$ cat src/rtl/dcs_pkg.sv
package dcs_pkg;

  typedef enum logic [1:0] {
    UNIT_B1  = 2'd0,
    UNIT_B2  = 2'd1,
    UNIT_B4  = 2'd2,
    UNIT_BAD = 2'd3
  } unit_e;

  localparam int ST_W    = 8;
  localparam int BIT_CFG = 6;
  localparam int BIT_RDE = 5;
  localparam int BIT_WRE = 4;
  localparam int BIT_PND = 2;
  localparam int BIT_BSY = 1;
  localparam int BIT_DON = 0;

  typedef struct packed {
    logic cfg;
    logic rde;
    logic wre;
    logic pnd;
    logic bsy;
    logic don;
  } flags_t;

  function automatic logic [2:0] unit_bytes(input logic [1:0] code);
    case (code)
      UNIT_B1: unit_bytes = 3'd1;
      UNIT_B2: unit_bytes = 3'd2;
      UNIT_B4: unit_bytes = 3'd4;
      default: unit_bytes = 3'd0;
    endcase
  endfunction

  function automatic logic [1:0] low_mask(input logic [1:0] code);
    case (code)
      UNIT_B1: low_mask = 2'b00;
      UNIT_B2: low_mask = 2'b01;
      default: low_mask = 2'b11;
    endcase
  endfunction

  function automatic logic [ST_W-1:0] pack_status(input flags_t f);
    logic [ST_W-1:0] w;
    w = '0;
    w[BIT_CFG] = f.cfg;
    w[BIT_RDE] = f.rde;
    w[BIT_WRE] = f.wre;
    w[BIT_PND] = f.pnd;
    w[BIT_BSY] = f.bsy;
    w[BIT_DON] = f.don;
    return w;
  endfunction

endpackage

$ cat src/rtl/dcs_cfg_check.sv
module dcs_cfg_check
  import dcs_pkg::*;
#(
  parameter int CNT_W  = 16,
  parameter int ADDR_W = 32
) (
  input  logic [1:0]        unit_code,
  input  logic [CNT_W-1:0]  cnt,
  input  logic [ADDR_W-1:0] src,
  input  logic [ADDR_W-1:0] dst,
  output logic              zero_cnt,
  output logic              misalign,
  output logic              cfg_bad
);
  logic [1:0] m;
  logic       bad_code;

  always_comb begin
    m        = low_mask(unit_code);
    bad_code = (unit_code == UNIT_BAD);
    zero_cnt = (cnt == '0);
    misalign = |(cnt[1:0] & m) | |(src[1:0] & m) | |(dst[1:0] & m);
    cfg_bad  = zero_cnt | misalign | bad_code;
  end
endmodule

$ cat src/rtl/dcs_xfer_track.sv
module dcs_xfer_track
  import dcs_pkg::*;
#(
  parameter int CNT_W  = 16,
  parameter int ADDR_W = 32
) (
  input  logic              clk,
  input  logic              rst_n,
  input  logic              load,
  input  logic [1:0]        load_unit,
  input  logic [CNT_W-1:0]  load_cnt,
  input  logic [ADDR_W-1:0] load_src,
  input  logic [ADDR_W-1:0] load_dst,
  input  logic              src_en,
  input  logic              dst_en,
  input  logic              step,
  output logic              last_step,
  output logic [CNT_W-1:0]  cnt_q,
  output logic [ADDR_W-1:0] src_q,
  output logic [ADDR_W-1:0] dst_q
);
  logic [1:0]       unit_q;
  logic             src_en_q, dst_en_q;
  logic [CNT_W-1:0] dec;

  assign dec       = CNT_W'(unit_bytes(unit_q));
  assign last_step = step && (cnt_q == dec);

  always_ff @(posedge clk or negedge rst_n) begin
    if (!rst_n) begin
      cnt_q    <= '0;
      src_q    <= '0;
      dst_q    <= '0;
      unit_q   <= UNIT_B1;
      src_en_q <= 1'b0;
      dst_en_q <= 1'b0;
    end else if (load) begin
      cnt_q    <= load_cnt;
      src_q    <= load_src;
      dst_q    <= load_dst;
      unit_q   <= load_unit;
      src_en_q <= src_en;
      dst_en_q <= dst_en;
    end else if (step) begin
      cnt_q <= cnt_q - dec;
      if (src_en_q) src_q <= src_q + ADDR_W'(dec);
      if (dst_en_q) dst_q <= dst_q + ADDR_W'(dec);
    end
  end


  count_never_rises_chk: assert property (@(posedge clk) disable iff (!rst_n)
    !load |=> cnt_q <= $past(cnt_q));


  step_not_below_unit_chk: assert property (@(posedge clk) disable iff (!rst_n)
    step |-> cnt_q >= dec);
endmodule

$ cat src/rtl/dcs_status_reg.sv
module dcs_status_reg
  import dcs_pkg::*;
(
  input  logic            clk,
  input  logic            rst_n,
  input  logic            start_req,
  input  logic            cfg_bad,
  input  logic            rd_fault,
  input  logic            wr_fault,
  input  logic            last_step,
  input  logic            chan_sel,
  input  logic            clr_wr,
  output logic            start_ok,
  output logic            start_bad,
  output logic            busy,
  output logic [ST_W-1:0] status
);
  logic   cfg_q, rde_q, wre_q, bsy_q, don_q;
  logic   end_err, finish;
  flags_t f;

  assign start_ok  = start_req && !bsy_q && !cfg_bad;
  assign start_bad = start_req && !bsy_q && cfg_bad;
  assign end_err   = bsy_q && (rd_fault || wr_fault);
  assign finish    = end_err || last_step;
  assign busy      = bsy_q;

  always_ff @(posedge clk or negedge rst_n) begin
    if (!rst_n) begin
      cfg_q <= 1'b0;
      rde_q <= 1'b0;
      wre_q <= 1'b0;
      bsy_q <= 1'b0;
      don_q <= 1'b0;
    end else begin
      if (start_bad)                cfg_q <= 1'b1;
      else if (clr_wr)              cfg_q <= 1'b0;
      if (bsy_q && rd_fault)        rde_q <= 1'b1;
      else if (clr_wr)              rde_q <= 1'b0;
      if (bsy_q && wr_fault)        wre_q <= 1'b1;
      else if (clr_wr)              wre_q <= 1'b0;
      if (start_bad || finish)      don_q <= 1'b1;
      else if (clr_wr)              don_q <= 1'b0;
      if (start_ok)                 bsy_q <= 1'b1;
      else if (finish)              bsy_q <= 1'b0;
    end
  end

  always_comb begin
    f.cfg  = cfg_q;
    f.rde  = rde_q;
    f.wre  = wre_q;
    f.pnd  = bsy_q && !chan_sel;
    f.bsy  = bsy_q;
    f.don  = don_q;
    status = pack_status(f);
  end


  refused_start_chk: assert property (@(posedge clk) disable iff (!rst_n)
    start_bad |=> cfg_q && don_q && !bsy_q);


  end_raises_done_chk: assert property (@(posedge clk) disable iff (!rst_n)
    $fell(bsy_q) |-> don_q);


  busy_start_ignored_chk: assert property (@(posedge clk) disable iff (!rst_n)
    (bsy_q && start_req && !clr_wr && !finish) |=> $stable({cfg_q, rde_q, wre_q, bsy_q, don_q}));


  clear_write_chk: assert property (@(posedge clk) disable iff (!rst_n)
    (clr_wr && !start_bad && !finish) |=> !don_q && !cfg_q && !rde_q && !wre_q);
endmodule

$ cat src/rtl/dma_chan_status.sv
module dma_chan_status
  import dcs_pkg::*;
#(
  parameter int CNT_W  = 16,
  parameter int ADDR_W = 32
) (
  input  logic              clk,
  input  logic              rst_n,
  input  logic              start_req,
  input  logic [CNT_W-1:0]  set_count,
  input  logic [ADDR_W-1:0] set_src,
  input  logic [ADDR_W-1:0] set_dst,
  input  logic [1:0]        unit_code,
  input  logic              src_step_en,
  input  logic              dst_step_en,
  input  logic              chan_sel,
  input  logic              wr_cmpl,
  input  logic              rd_fault,
  input  logic              wr_fault,
  input  logic              sw_wr,
  input  logic [7:0]        sw_wdata,
  output logic [7:0]        status,
  output logic [CNT_W-1:0]  rem_count,
  output logic [ADDR_W-1:0] cur_src,
  output logic [ADDR_W-1:0] cur_dst
);
  logic cfg_bad, zero_cnt, misalign;
  logic start_ok, start_bad, busy;
  logic step, last_step, clr_wr;

  assign clr_wr = sw_wr && sw_wdata[BIT_DON];
  assign step   = busy && wr_cmpl && !rd_fault && !wr_fault;

  dcs_cfg_check #(.CNT_W(CNT_W), .ADDR_W(ADDR_W)) u_chk (
    .unit_code (unit_code),
    .cnt       (set_count),
    .src       (set_src),
    .dst       (set_dst),
    .zero_cnt  (zero_cnt),
    .misalign  (misalign),
    .cfg_bad   (cfg_bad)
  );

  dcs_xfer_track #(.CNT_W(CNT_W), .ADDR_W(ADDR_W)) u_trk (
    .clk       (clk),
    .rst_n     (rst_n),
    .load      (start_ok),
    .load_unit (unit_code),
    .load_cnt  (set_count),
    .load_src  (set_src),
    .load_dst  (set_dst),
    .src_en    (src_step_en),
    .dst_en    (dst_step_en),
    .step      (step),
    .last_step (last_step),
    .cnt_q     (rem_count),
    .src_q     (cur_src),
    .dst_q     (cur_dst)
  );

  dcs_status_reg u_st (
    .clk       (clk),
    .rst_n     (rst_n),
    .start_req (start_req),
    .cfg_bad   (cfg_bad),
    .rd_fault  (rd_fault),
    .wr_fault  (wr_fault),
    .last_step (last_step),
    .chan_sel  (chan_sel),
    .clr_wr    (clr_wr),
    .start_ok  (start_ok),
    .start_bad (start_bad),
    .busy      (busy),
    .status    (status)
  );


  zero_count_refused_chk: assert property (@(posedge clk) disable iff (!rst_n)
    (start_req && !busy && zero_cnt) |=> status[BIT_CFG] && !status[BIT_BSY]);


  misalign_refused_chk: assert property (@(posedge clk) disable iff (!rst_n)
    (start_req && !busy && misalign) |=> $stable(rem_count) && !status[BIT_BSY]);


  idle_pulses_ignored_chk: assert property (@(posedge clk) disable iff (!rst_n)
    (!busy && !start_req && (wr_cmpl || rd_fault || wr_fault)) |=> $stable(rem_count) && !status[BIT_RDE] || $past(status[BIT_RDE]));
endmodule

$ cat config.mk
export PLATFORM = sky130hd
export DESIGN_NAME = dma_chan_status
export DESIGN_NICKNAME = d
export VERILOG_FILES = /design/src/rtl/dcs_pkg.sv /design/src/rtl/dcs_cfg_check.sv /design/src/rtl/dcs_xfer_track.sv /design/src/rtl/dcs_status_reg.sv /design/src/rtl/dma_chan_status.sv
export SDC_FILE = /design/constraint.sdc
export NUM_CORES = 1
export LEC_CHECK = 0
export BUFFER_PORTS_ARGS = -buffer_cell sky130_fd_sc_hd__buf_4
export CORE_ASPECT_RATIO = 2
export CORE_MARGIN = 1.5
export CORE_UTILIZATION = 49
export DETAILED_ROUTE_END_ITERATION = 10
export MAX_ROUTING_LAYER = met4
export PLACE_DENSITY = 0.79
export SETUP_SLACK_MARGIN = 0.2
export SYNTH_ARGS = -nofsm -noshare
export SYNTH_HDL_FRONTEND = slang
export SYNTH_SLANG_ARGS = --single-unit
$ cat constraint.sdc
create_clock -name clk -period 7.9 [get_ports clk]
set_input_delay 0.395 -clock clk [delete_from_list [all_inputs] [get_ports clk]]
set_output_delay 0.395 -clock clk [all_outputs]
set_load 0.05 [all_outputs]
==> results of run 1 <==
[flip-flops by register name, summed over array words and instances, names as in the netlist]
name,flops
u_trk.dst_q,32
u_trk.src_q,32
u_trk.cnt_q,16
u_trk.unit_q,2
u_st.busy,1
u_st.cfg_q,1
u_st.don_q,1
u_st.rde_q,1
u_st.wre_q,1
u_trk.dst_en_q,1
u_trk.src_en_q,1
[final timing paths]
path,endpoint,cells after the start,slack [ns],start
setup reg to reg,u_trk.src_q[31],8,4.98,u_trk.unit_q[0]
hold reg to reg,u_st.rde_q,1,0.50,u_st.rde_q
setup / recovery,u_trk.src_q[31],8,4.98,u_trk.unit_q[0]
hold / removal,u_trk.dst_q[23],3,0.25,set_dst[23]
min in group asynchronous,u_trk.cnt_q[9],2,0.49,rst_n
max in group asynchronous,u_trk.src_q[27],3,6.22,rst_n
[repair_timing]
action | 4_1_cts | 5_1_grt
endpoints found under the setup margin | 0 | 0
endpoints found under the hold margin | 21 | 0
setup buffers | 0 | 0
hold buffers | 1 | 0
[where the power goes]
part | internal (mW) | total (mW) | switching [mW]
Combinational | 0.311 | 0.925 | 0.614
Clock | 0.295 | 0.471 | 0.176
Sequential | 0.564 | 0.728 | 0.164
[cells by family (layout without fill, tap and decap cells)]
kind of cell | after synthesis | count (layout) | share of synthesized area, %
simple gates | 272 | 272 | 26.8
compound gates | 144 | 144 | 17.5
flops | 89 | 89 | 40.8
xor+xnor | 51 | 51 | 8.19
buf+inv | 50 | 207 | 4.66
fa+ha+maj | 6 | 6 | 1.38
mux | 3 | 3 | 0.551
other cells | 1 | 2 | 0.0688
[cell type report]
class / count / area (um2)
flip-flops and latches: 89 / 2230
clock buffers: 12 / 256
multi-input cells: 478 / 2980
well taps: 140 / 175
clock inverters: 4 / 75.1
fillers: 918 / 3760
repair buffers: 182 / 1370
inverters: 9 / 33.8
[worst reg2reg max path: stages (launching register included)]
cell	delay, ns
sky130_fd_sc_hd__dfrtp_1	0.61
sky130_fd_sc_hd__nand2b_1	0.22
sky130_fd_sc_hd__inv_1	0.09
sky130_fd_sc_hd__ha_1	0.35
sky130_fd_sc_hd__o211ai_1	0.11
sky130_fd_sc_hd__o21ba_2	0.28
sky130_fd_sc_hd__or2_1	0.45
sky130_fd_sc_hd__or4_1	0.56
sky130_fd_sc_hd__a31oi_1	0.18
[metrics by stage]
step	hold slack [ns]	util, %	std cells	power (mW)
finish	0.251	65.4	914	2.12
global route	0.257	65.4	914	2.22
CTS	0.248	65.4	914	2.13
detailed placement	0.302	62.3	897	1.66
global placement	0.299	62.3	897	1.63
floorplan	0.0994	-	617	1.34
[synth_stat cells, types with 5 or more instances]
cell / count
sky130_fd_sc_hd__nand3_1: 33
sky130_fd_sc_hd__nand4_1: 12
sky130_fd_sc_hd__or3_1: 8
sky130_fd_sc_hd__nand2_1: 94
sky130_fd_sc_hd__nor3b_1: 5
sky130_fd_sc_hd__inv_1: 9
sky130_fd_sc_hd__a21oi_1: 18
sky130_fd_sc_hd__and3_1: 8
sky130_fd_sc_hd__o21ai_0: 58
sky130_fd_sc_hd__xor2_1: 14
sky130_fd_sc_hd__nor3_1: 13
sky130_fd_sc_hd__o41ai_1: 5
sky130_fd_sc_hd__a31oi_1: 9
sky130_fd_sc_hd__clkbuf_1: 15
sky130_fd_sc_hd__or4_1: 5
sky130_fd_sc_hd__buf_2: 13
sky130_fd_sc_hd__and4_1: 13
sky130_fd_sc_hd__buf_4: 7
sky130_fd_sc_hd__nor2_1: 32
sky130_fd_sc_hd__and2_1: 8
sky130_fd_sc_hd__nor4_1: 10
sky130_fd_sc_hd__xnor2_1: 37
sky130_fd_sc_hd__dfrtp_1: 89
sky130_fd_sc_hd__nand2b_1: 5
sky130_fd_sc_hd__ha_1: 6
sky130_fd_sc_hd__o31a_1: 5
sky130_fd_sc_hd__o211ai_1: 9
[per-layer routing]
metal	GRT usage, %	wire, um	vias to the layer above
li1	-	-	2538
met5	-	0	-
met1	31.8	5780	2646
met3	2.93	649	52
met2	51.3	9110	199
met4	15.8	742	0
==> results.txt, run 1 <==
- For the worst-skew pair, the clock arrives at the later sink with an insertion delay of 0.34 ns.
* Most common library cell in the layout ignoring fill and taps: sky130_fd_sc_hd__buf_4
* Startpoint kind of the worst setup timing path: flop
- Clock-pin slew was measured on the worst setup and hold paths at 0.07 ns.
- The tree is rooted in a sky130_fd_sc_hd__clkbuf_16.
- For the final database, setup skew stands at 0.00779 ns.
* Synthesized area per cell: 8.85 um2
* Number of buffers inserted during clock tree synthesis: 9
- Yosys reg bits: 89
- Counting flops with a built-in enable in the synthesized netlist gives 0.
* Synth Instances: 616
* Final worst-path setup slack: 4.98 ns
- Cell Area, Synth: 0.00545 mm2
- CP cell instances: nand2b_1 -> inv_1 -> ha_1 -> o211ai_1 -> o21ba_2 -> or2_1 -> or4_1 -> a31oi_1
- Yosys printed 0 warnings.
- After floorplanning, the core was divided into 54 placement rows.
- Once the floorplan was initialized, standard cells occupied 50.1% of the core.
* Maximum cell stage delay along the critical path: 0.61 ns
- After detailed routing, the average wire length per cell comes to 17.8 um.
- The worst pin sits at a relative slew slack of 41.3%.
- Cell variety after synth: 71
- NumNets Final: 875
* Overflow left after global routing: 0
- Static Leakage: 2.99 nW
- In this run the worst path has a maximum fanout of 19.
- Post-place setup slack: 4.72 ns
* Post-detailed-route count of antenna-violating nets: 0
* Number of endpoints failing setup at the final stage: 0
- Based on the critical path, the design can be clocked at up to 0.343 GHz.
- Pre-antenna DRT Iters: 4
* Input/output buffers: 178
- Outcome: completed
- Fraction of final layout cells with drive strength greater than 1: 27.1%
- Pin count of the biggest net entering global routing: 76
- Number of vias in the routed layout: 5435
- Counting along the longest clock path gives a buffer depth of 2.
- Dominant delay contributor by cell family on the critical path: simple AND/OR/NAND/NOR gates
- Crit path capture type: flop
* Resize count post-CTS: 0
- Fraction of synthesis flops using an asynchronous set or reset pin: 100%
- The first global-routing pass estimated 26.9 mm of wire.
- For this block, the initial DRC count from the detailed router was 304.
* Clock sink count: 89
* Top flip-flop cell by instance count after synthesis: sky130_fd_sc_hd__dfrtp_1
- Summed over all failing endpoints, the final setup total negative slack is 0 ns.
- The number of slew-limit violations in the final report came to 0.
* H-tree depth: 3
- Ratio of final minimum period to clock period: 37.0%
* Buffering stage count on the worst path with inverters included: 1
- Ports placed on the boundary: 188
- Once detailed placement completed, the half-perimeter wirelength came to 12.2 mm.
- The number of antenna diodes in the final layout is 0.
* Power density normalized to cell area: 299 mW/mm2
- The min-delay analysis places its worst path in the category primary input to flop.
- After synthesis, the largest area contributor takes up 40.8% of total cell area.
- Across every metal layer, demand over resource in global routing totals 29.3%.
- Kind of critical path: flop to flop
- Height of the die: 152 um
- Post-place instance area: 0.00677 mm2
* Number of max-capacitance violations reported: 0
* Post-Route WL: 16.3 mm
- Worst path required time: 8.16 ns
- Final weighted congestion of routability-driven global placement: 0.904
- Shortest period the worst path allows: 2.92 ns
- Seq/Total Area, Yosys: 40.8%
- TritonCTS built the clock tree.
* Die footprint: 0.0118 mm2
- Worst IR Drop VDD: 0.181 mV
- Top cells by area, synth: sky130_fd_sc_hd__dfrtp_1 (41%), sky130_fd_sc_hd__nand2_1 (6.5%), sky130_fd_sc_hd__xnor2_1 (5.9%), sky130_fd_sc_hd__o21ai_0 (5.3%), sky130_fd_sc_hd__nand3_1 (3.0%)
- Synth area leader: sky130_fd_sc_hd__dfrtp_1
- Worst-margin pin slew: 0.881 ns
- Data on the critical path arrives at its endpoint at 3.18 ns.
* Die span in x: 77.6 um
* Post-detailed-route via-to-cell ratio: 5.95
- Area Overhead vs Synth: 30.5%
* Post-route standard cell area excluding fillers: 0.00711 mm2
- Total count of hold-check failures in the final report: 0
- DRC viols: 0
* Area of the placeable core: 0.0109 mm2
- The top cell types in the final layout, fill and taps aside, are sky130_fd_sc_hd__buf_4 (181), sky130_fd_sc_hd__nand2_1 (94), sky130_fd_sc_hd__dfrtp_1 (89), sky130_fd_sc_hd__o21ai_0 (58), sky130_fd_sc_hd__xnor2_1 (37).
* Worst-path cell with the longest stage delay: sky130_fd_sc_hd__dfrtp_1
- Antenna violations before repair: 0
- Number of global-route vias before repair: 5513
- RSZ-0062 raised after global routing: no
Power figures use the tool's default switching activity.
==> inputs of run 2 (changes only) <==
- clock period: 7.9 -> 2.7 ns (I/O delays scaled with it)
==> run 2 against run 1 <==
  * Sequential share of layout area is 1.1 points lower
  * Sequential cell count stayed put
  * Global-route usage is 0.23 points higher
  * Highest routed layer unchanged
  * Routed wire length is 3.0% higher
==> results.txt, run 2 (synthesized netlist as in run 1, its figures left out) <==
- Number of vias in the routed layout: 5600
- Pin count of the biggest net entering global routing: 54
- Final worst-path setup slack: 0.312 ns
- RSZ-0062 raised after global routing: yes
- Kind of critical path: flop to flop
- After detailed routing, the average wire length per cell comes to 17.8 um.
- The number of cells on the worst reg-to-reg path is 9.
* Worst-path cell with the longest stage delay: sky130_fd_sc_hd__dfrtp_2
- Power after layout: 6.26 mW
- Arr. time, crit path: 2.64 ns
- Critical-path maximum fanout: 10
* TritonCTS clock tree: yes
- Data on the critical path is required at its endpoint by 2.95 ns.
- Before CTS, the worst setup slack after placement is 0.0832 ns.
- Height of the die: 152 um
* Min-delay worst type: primary input to flop
- Final hold slack: 0.00146 ns
- Input/output buffers: 178
- Overflow left after global routing: 0
- Fraction of final layout cells with drive strength greater than 1: 29.6%
- Startpoint kind of the worst setup timing path: flop
- Setup violations remaining at the end of the flow were counted as 0.
- After detailed routing, the number of vias per cell comes to 5.96.
- For this design, the sink count on the clock tree is 89.
- Ant. Diodes: 0
- Global routing used 4.91% of the available met3 tracks.
- In this run the critical register-to-register path is captured at u_trk.src_q[17].
- GRT Overall Usage: 29.5%
- The hold violation total from the final report is 0.
- The first global-routing pass estimated 26.9 mm of wire.
- H-tree depth: 3
- In this run the power density over the cells is 849 mW/mm2.
- Static Leakage: 3.12 nW
- Worst setup path start: u_trk.unit_q[1]
- For this block, the initial DRC count from the detailed router was 326.
- CP cell instances: nand2b_1 -> inv_1 -> ha_4 -> o211ai_1 -> o21ba_2 -> or2_4 -> buf_4 -> or3_1 -> a31oi_1
- Pre-antenna DRT Iters: 5
- Register-to-register setup slack: 0.31 ns
- Area of the placeable core: 0.0109 mm2
- In this design, the stage delay of the slowest critical-path cell is 0.46 ns.
- The startpoint identified for the worst hold timing path is set_src[6].
- Derived from the worst setup path, the maximum achievable clock frequency is 0.419 GHz.
* NumNets Final: 901
- Number of global-route vias before repair: 5652
- Area Overhead vs Synth: 35.2%
- Headroom to the max-slew limit came out at 59.7%.
- The most critical setup path has its endpoint at u_trk.src_q[17].
- Outcome: completed
* Post-detailed-route count of antenna-violating nets: 0
* Final count of pins violating max slew: 0
* Master cell of the clock root buffer: sky130_fd_sc_hd__clkbuf_16
- At the later pin of the worst-skew pair, clock insertion delay measures 0.34 ns.
- In the final layout, the registers with the most flip-flops are u_trk.dst_q x32, u_trk.src_q x32, u_trk.cnt_q x16.
- DRC viols: 0
* Instance count after placement with tap cells included: 911
* Setup TNS: 0 ns
* Ratio of final minimum period to clock period: 88.4%
- Most common library cell in the layout ignoring fill and taps: sky130_fd_sc_hd__buf_4
- During I/O placement, the number of pins put on the boundary was 188.
* Met1 track demand over resource in global routing: 30.6%
* Die footprint: 0.0118 mm2
- Post-CTS clock slew at the launch and capture registers of the worst setup and hold paths: 0.06 ns
* Final weighted congestion of routability-driven global placement: 0.895
* Highest-count cells in the layout ignoring fill and taps: sky130_fd_sc_hd__buf_4 (197), sky130_fd_sc_hd__nand2_1 (94), sky130_fd_sc_hd__dfrtp_1 (87), sky130_fd_sc_hd__o21ai_0 (58), sky130_fd_sc_hd__xnor2_1 (36)
- After layout, the minimum clock period comes to 2.39 ns.
* Post-place instance area: 0.00689 mm2
* Antenna violations before repair: 0
- Counting along the longest clock path gives a buffer depth of 2.
- Initial Util: 50.1%
- IR analysis of the VDD net gives a maximum drop of 0.536 mV.
* Crit path capture type: flop
* Placed wire-length estimate after detailed placement: 12.6 mm
- Post-route standard cell area excluding fillers: 0.00737 mm2
- Number of max-capacitance violations reported: 0
- Worst-margin pin slew: 0.590 ns
- Final core area utilization: 67.8%
- From left edge to right edge, the die measures 77.6 um.
- Number of buffers inserted during clock tree synthesis: 9
- Met2 track demand over resource: 50.9%
* Post-Route WL: 16.8 mm
- RR Startpoint: u_trk.unit_q[1]
- For the final database, setup skew stands at 0.00868 ns.
- Number of non-filler instances in the completed layout: 940
- GR peak layer: met2
- Row Count: 54
run 2: cell count changes in the layout (fill, tap and decap cells not counted), moves of 2 or more:
| cell | delta |
|---|---|
| sky130_fd_sc_hd__buf_4 | +16 |
| sky130_fd_sc_hd__dlygate4sd3_1 | +9 |
| sky130_fd_sc_hd__clkbuf_8 | -2 |
| sky130_fd_sc_hd__dfrtp_1 | -2 |
| sky130_fd_sc_hd__dfrtp_2 | +2 |
| sky130_fd_sc_hd__ha_1 | -2 |
run 2: how the worst min path moves through the flow:
stage | end | slack [ns] | cells after the start
2_1_floorplan | u_st.busy | -0.16 | 0
3_3_place_gp | u_trk.cnt_q[9] | 0.14 | 1
3_5_place_dp | u_trk.cnt_q[8] | 0.14 | 1
4_1_cts | u_trk.dst_q[29] | 0.002 | 3
5_1_grt | u_trk.dst_q[26] | 0.003 | 3
6_report | u_trk.src_q[6] | 0.001 | 3
run 2: routing by layer:
layer | part of all wire [%] | up-vias
li1 | - | 2603
met3 | 5.0 | 56
met4 | 5.2 | 0
met1 | 35 | 2703
met2 | 55 | 238
met5 | 0 | -
run 2: area by class of cell:
| type | instances | area (um2) |
|---|---|---|
| Fill cell | 900 | 3510 |
| Inverter | 9 | 33.8 |
| Timing Repair Buffer | 208 | 1600 |
| Clock inverter | 5 | 80.1 |
| Tap cell | 140 | 175 |
| Clock buffer | 11 | 233 |
| Multi-Input combinational cell | 478 | 3020 |
| Sequential cell | 89 | 2230 |
run 2: power by group:
part	internal, mW	leakage, nW	switching [mW]
Combinational	0.974	1.89	1.85
Sequential	1.65	1.08	0.457
Clock	0.810	0.146	0.521
run 2: critical path: cells and delay by family, from the launching register on:
| family | cells | cell delay [ns] |
|---|---|---|
| buf+inv | 2 | 0.27 |
| flops | 1 | 0.46 |
| simple gates | 3 | 0.72 |
| fa+ha+maj | 1 | 0.30 |
| compound gates | 3 | 0.55 |
run 2: repair_timing:
item | 4_1_cts | 5_1_grt
resized for setup | 3 | 10
pin swaps | 0 | 0
hold buffers | 10 | 0
endpoints found under the hold margin | 45 | 0
buffers inserted | 3 | 0
setup endpoints to repair | 11 | 14
==> inputs of run 3 (changes only) <==
- CORE_UTILIZATION: 49 -> 51
- PLACE_DENSITY: 0.79 -> 0.87
- RECOVER_POWER: default -> 50
==> run 3 against run 2 <==
  * Clock skew decreased by 0.00086 ns
  * Core utilization increased by 0.58 points
  * Sequential share of layout area increased by 0.87 points
  * Sequential cell count unchanged
  * Maximum frequency decreased by 2.3%
  * Clock power about the same
  * Cell count decreased by 1.2%
==> results.txt, run 3 (synthesized netlist as in run 1, its figures left out) <==
- Post-CTS clock slew at the launch and capture registers of the worst setup and hold paths: 0.06 ns
- Number of endpoints failing setup at the final stage: 0
- 188 I/O pins were placed.
- STA puts the critical path data arrival time at 2.71 ns.
- In the final layout, the share of cells above drive strength 1 is 24.4%.
- Post-detailed-route count of antenna-violating nets: 0
* Die span in x: 76.1 um
* Height of the die: 149 um
- The count of buffers added on input and output ports is 178.
- Min-delay worst type: primary input to flop
- Counting cells, the worst reg-to-reg path comes to 8.
- Setup TNS: 0 ns
* Dominant delay contributor by cell family on the critical path: simple AND/OR/NAND/NOR gates
- Instance count along the most critical hold path: 3
- Post-Route WL: 16.9 mm
- The run finished with clean final reports.
* Crit path capture type: flop
- Number of buffers inserted during clock tree synthesis: 9
- Antenna violations before repair: 0
- Final count of pins violating max slew: 0
* Post-detailed-route via-to-cell ratio: 6.01
- The placed instances occupy a cell area of 0.00689 mm2.
- DRC viols: 0
* Highest attainable clock frequency: 0.409 GHz
* Highest-count cells in the layout ignoring fill and taps: sky130_fd_sc_hd__buf_4 (153), sky130_fd_sc_hd__nand2_1 (94), sky130_fd_sc_hd__dfrtp_1 (88), sky130_fd_sc_hd__o21ai_0 (58), sky130_fd_sc_hd__clkbuf_1 (41)
- In this run the tightest slew margin relative to its limit is 16.4%.
- Clock sink count: 89
* Worst-skew pair later-pin latency: 0.34 ns
- NumNets Final: 895
- The largest single stage delay on the critical path is 0.47 ns.
- Setup repair after global routing could not meet its margin everywhere.
* Instance count after placement with tap cells included: 909
- The first global-routing pass estimated 26.9 mm of wire.
- Post-route standard cell area excluding fillers: 0.00716 mm2
- On the final layout, the worst clock skew is 0.00782 ns.
* Kind of critical path: flop to flop
* Biggest registers after layout: u_trk.dst_q x32, u_trk.src_q x32, u_trk.cnt_q x16
- CP cell instances: nand2b_1 -> inv_1 -> ha_1 -> nand4b_1 -> a311oi_4 -> nand3_1 -> or3_1 -> a31oi_1
- Power density normalized to cell area: 858 mW/mm2
* Buffering stage count on the worst path with inverters included: 1
- Critical-path maximum fanout: 10
* Final weighted congestion of routability-driven global placement: 0.889
- The finished layout holds 929 standard cells, fillers aside.
- GRT Overall Usage: 30.5%
- Placed wire-length estimate after detailed placement: 12.6 mm
- Number of max-capacitance violations reported: 0
- The die covers 0.0114 mm2.
- Pre-antenna DRT Iters: 5
- Static Leakage: 2.95 nW
* Shortest period the worst path allows: 2.44 ns
- In the final routed layout, each cell accounts on average for 18.2 um.
- Worst setup path start: u_trk.unit_q[1]
- Master cell of the clock root buffer: sky130_fd_sc_hd__clkbuf_16
- Overflow left after global routing: 0
- Entering global routing, the biggest net connects 90 pins.
* Ratio of final minimum period to clock period: 90.5%
* Register-to-register setup slack: 0.26 ns
* H-tree depth: 3
- Post-CTS timing repair inserted 0 buffers for setup.
* Number of global-route vias before repair: 5676
- Ant. Diodes: 0
- Leaving out fill and tap cells, the most frequent cell in the layout is sky130_fd_sc_hd__buf_4.
* Worst-margin pin slew: 1.25 ns
- Startpoint kind of the worst setup timing path: flop
- Clock Tree Buf Depth: 2
* Number of vias in the routed layout: 5585
- Area Overhead vs Synth: 31.3%
* RR Startpoint: u_trk.unit_q[1]
- Row Count: 53
* Total count of hold-check failures in the final report: 0
* Hold path endpoint: u_trk.dst_q[15]
- IR analysis of the VDD net gives a maximum drop of 0.521 mV.
- On the critical path, the stage with the largest delay is an instance of sky130_fd_sc_hd__dfrtp_2.
* Crit Reg-Reg Endpoint: u_trk.dst_q[14]
- Area of the placeable core: 0.0105 mm2
- The first routing iteration left 416 violations.
- TritonCTS built the clock tree.
- Origin of the worst min-delay path: set_dst[15]
- At the worst endpoint, the required time is 2.96 ns.
- Initial Util: 52.0%
[run 3: worst max path at each step]
stage / depth (start not counted) / endpoint
floorplan: 11 / u_trk.src_q[20]
global placement: 8 / u_trk.src_q[31]
finish: 8 / u_trk.dst_q[14]
CTS: 9 / u_trk.src_q[23]
detailed placement: 9 / u_trk.src_q[23]
global route: 8 / u_trk.src_q[20]
[run 3: layout make-up]
| class | instances | area (um2) |
|---|---|---|
| timing repair buffer | 202 | 1380 |
| inverter | 9 | 33.8 |
| clock inverter | 3 | 65.1 |
| multi-input combinational | 478 | 3030 |
| clock buffer | 11 | 253 |
| tap | 137 | 171 |
| fill | 903 | 3320 |
| sequential | 89 | 2230 |
[run 3: power breakdown]
group          internal, mW  total, mW  switching, mW
clock network         0.850       1.35          0.501
logic                 0.828       2.68           1.85
registers              1.65       2.12          0.466
[run 3: through the flow]
step | worst slack [ns] | total power [mW] | utilization [%] | hold slack, ns
floorplan | 0.212 | 3.91 | - | -0.161
global placement | 0.240 | 4.80 | 65.8 | 0.215
detailed placement | 0.129 | 4.87 | 65.8 | 0.220
CTS | 0.227 | 6.25 | 69.5 | 0.00109
global route | 0.135 | 6.42 | 68.4 | 0.00185
finish | 0.256 | 6.14 | 68.4 | 0.00224
[run 3: timing repair]
| action | 4_1_cts | 5_1_grt |
|---|---|---|
| gates resized for setup | 2 | 10 |
| hold buffers | 6 | 0 |
| cloned | 0 | 0 |
| hold endpoints to repair | 94 | 0 |
| setup endpoints to repair | 6 | 14 |
[run 3: worst reg2reg max path, stage by stage (launching register included)]
cell                       delay (ns)
sky130_fd_sc_hd__dfrtp_2         0.47
sky130_fd_sc_hd__nand2b_1        0.13
sky130_fd_sc_hd__inv_1           0.10
sky130_fd_sc_hd__ha_1            0.38
sky130_fd_sc_hd__nand4b_1        0.21
sky130_fd_sc_hd__a311oi_4        0.36
sky130_fd_sc_hd__nand3_1         0.18
sky130_fd_sc_hd__or3_1           0.38
sky130_fd_sc_hd__a31oi_1         0.17
[run 3: metal layers]
metal | global-route usage [%] | part of all wire, % | up-vias
met5 | - | 0 | -
met4 | 20.6 | 6.0 | 0
met3 | 3.91 | 4.6 | 75
met2 | 55.7 | 56 | 248
met1 | 29.9 | 34 | 2687
li1 | - | - | 2575
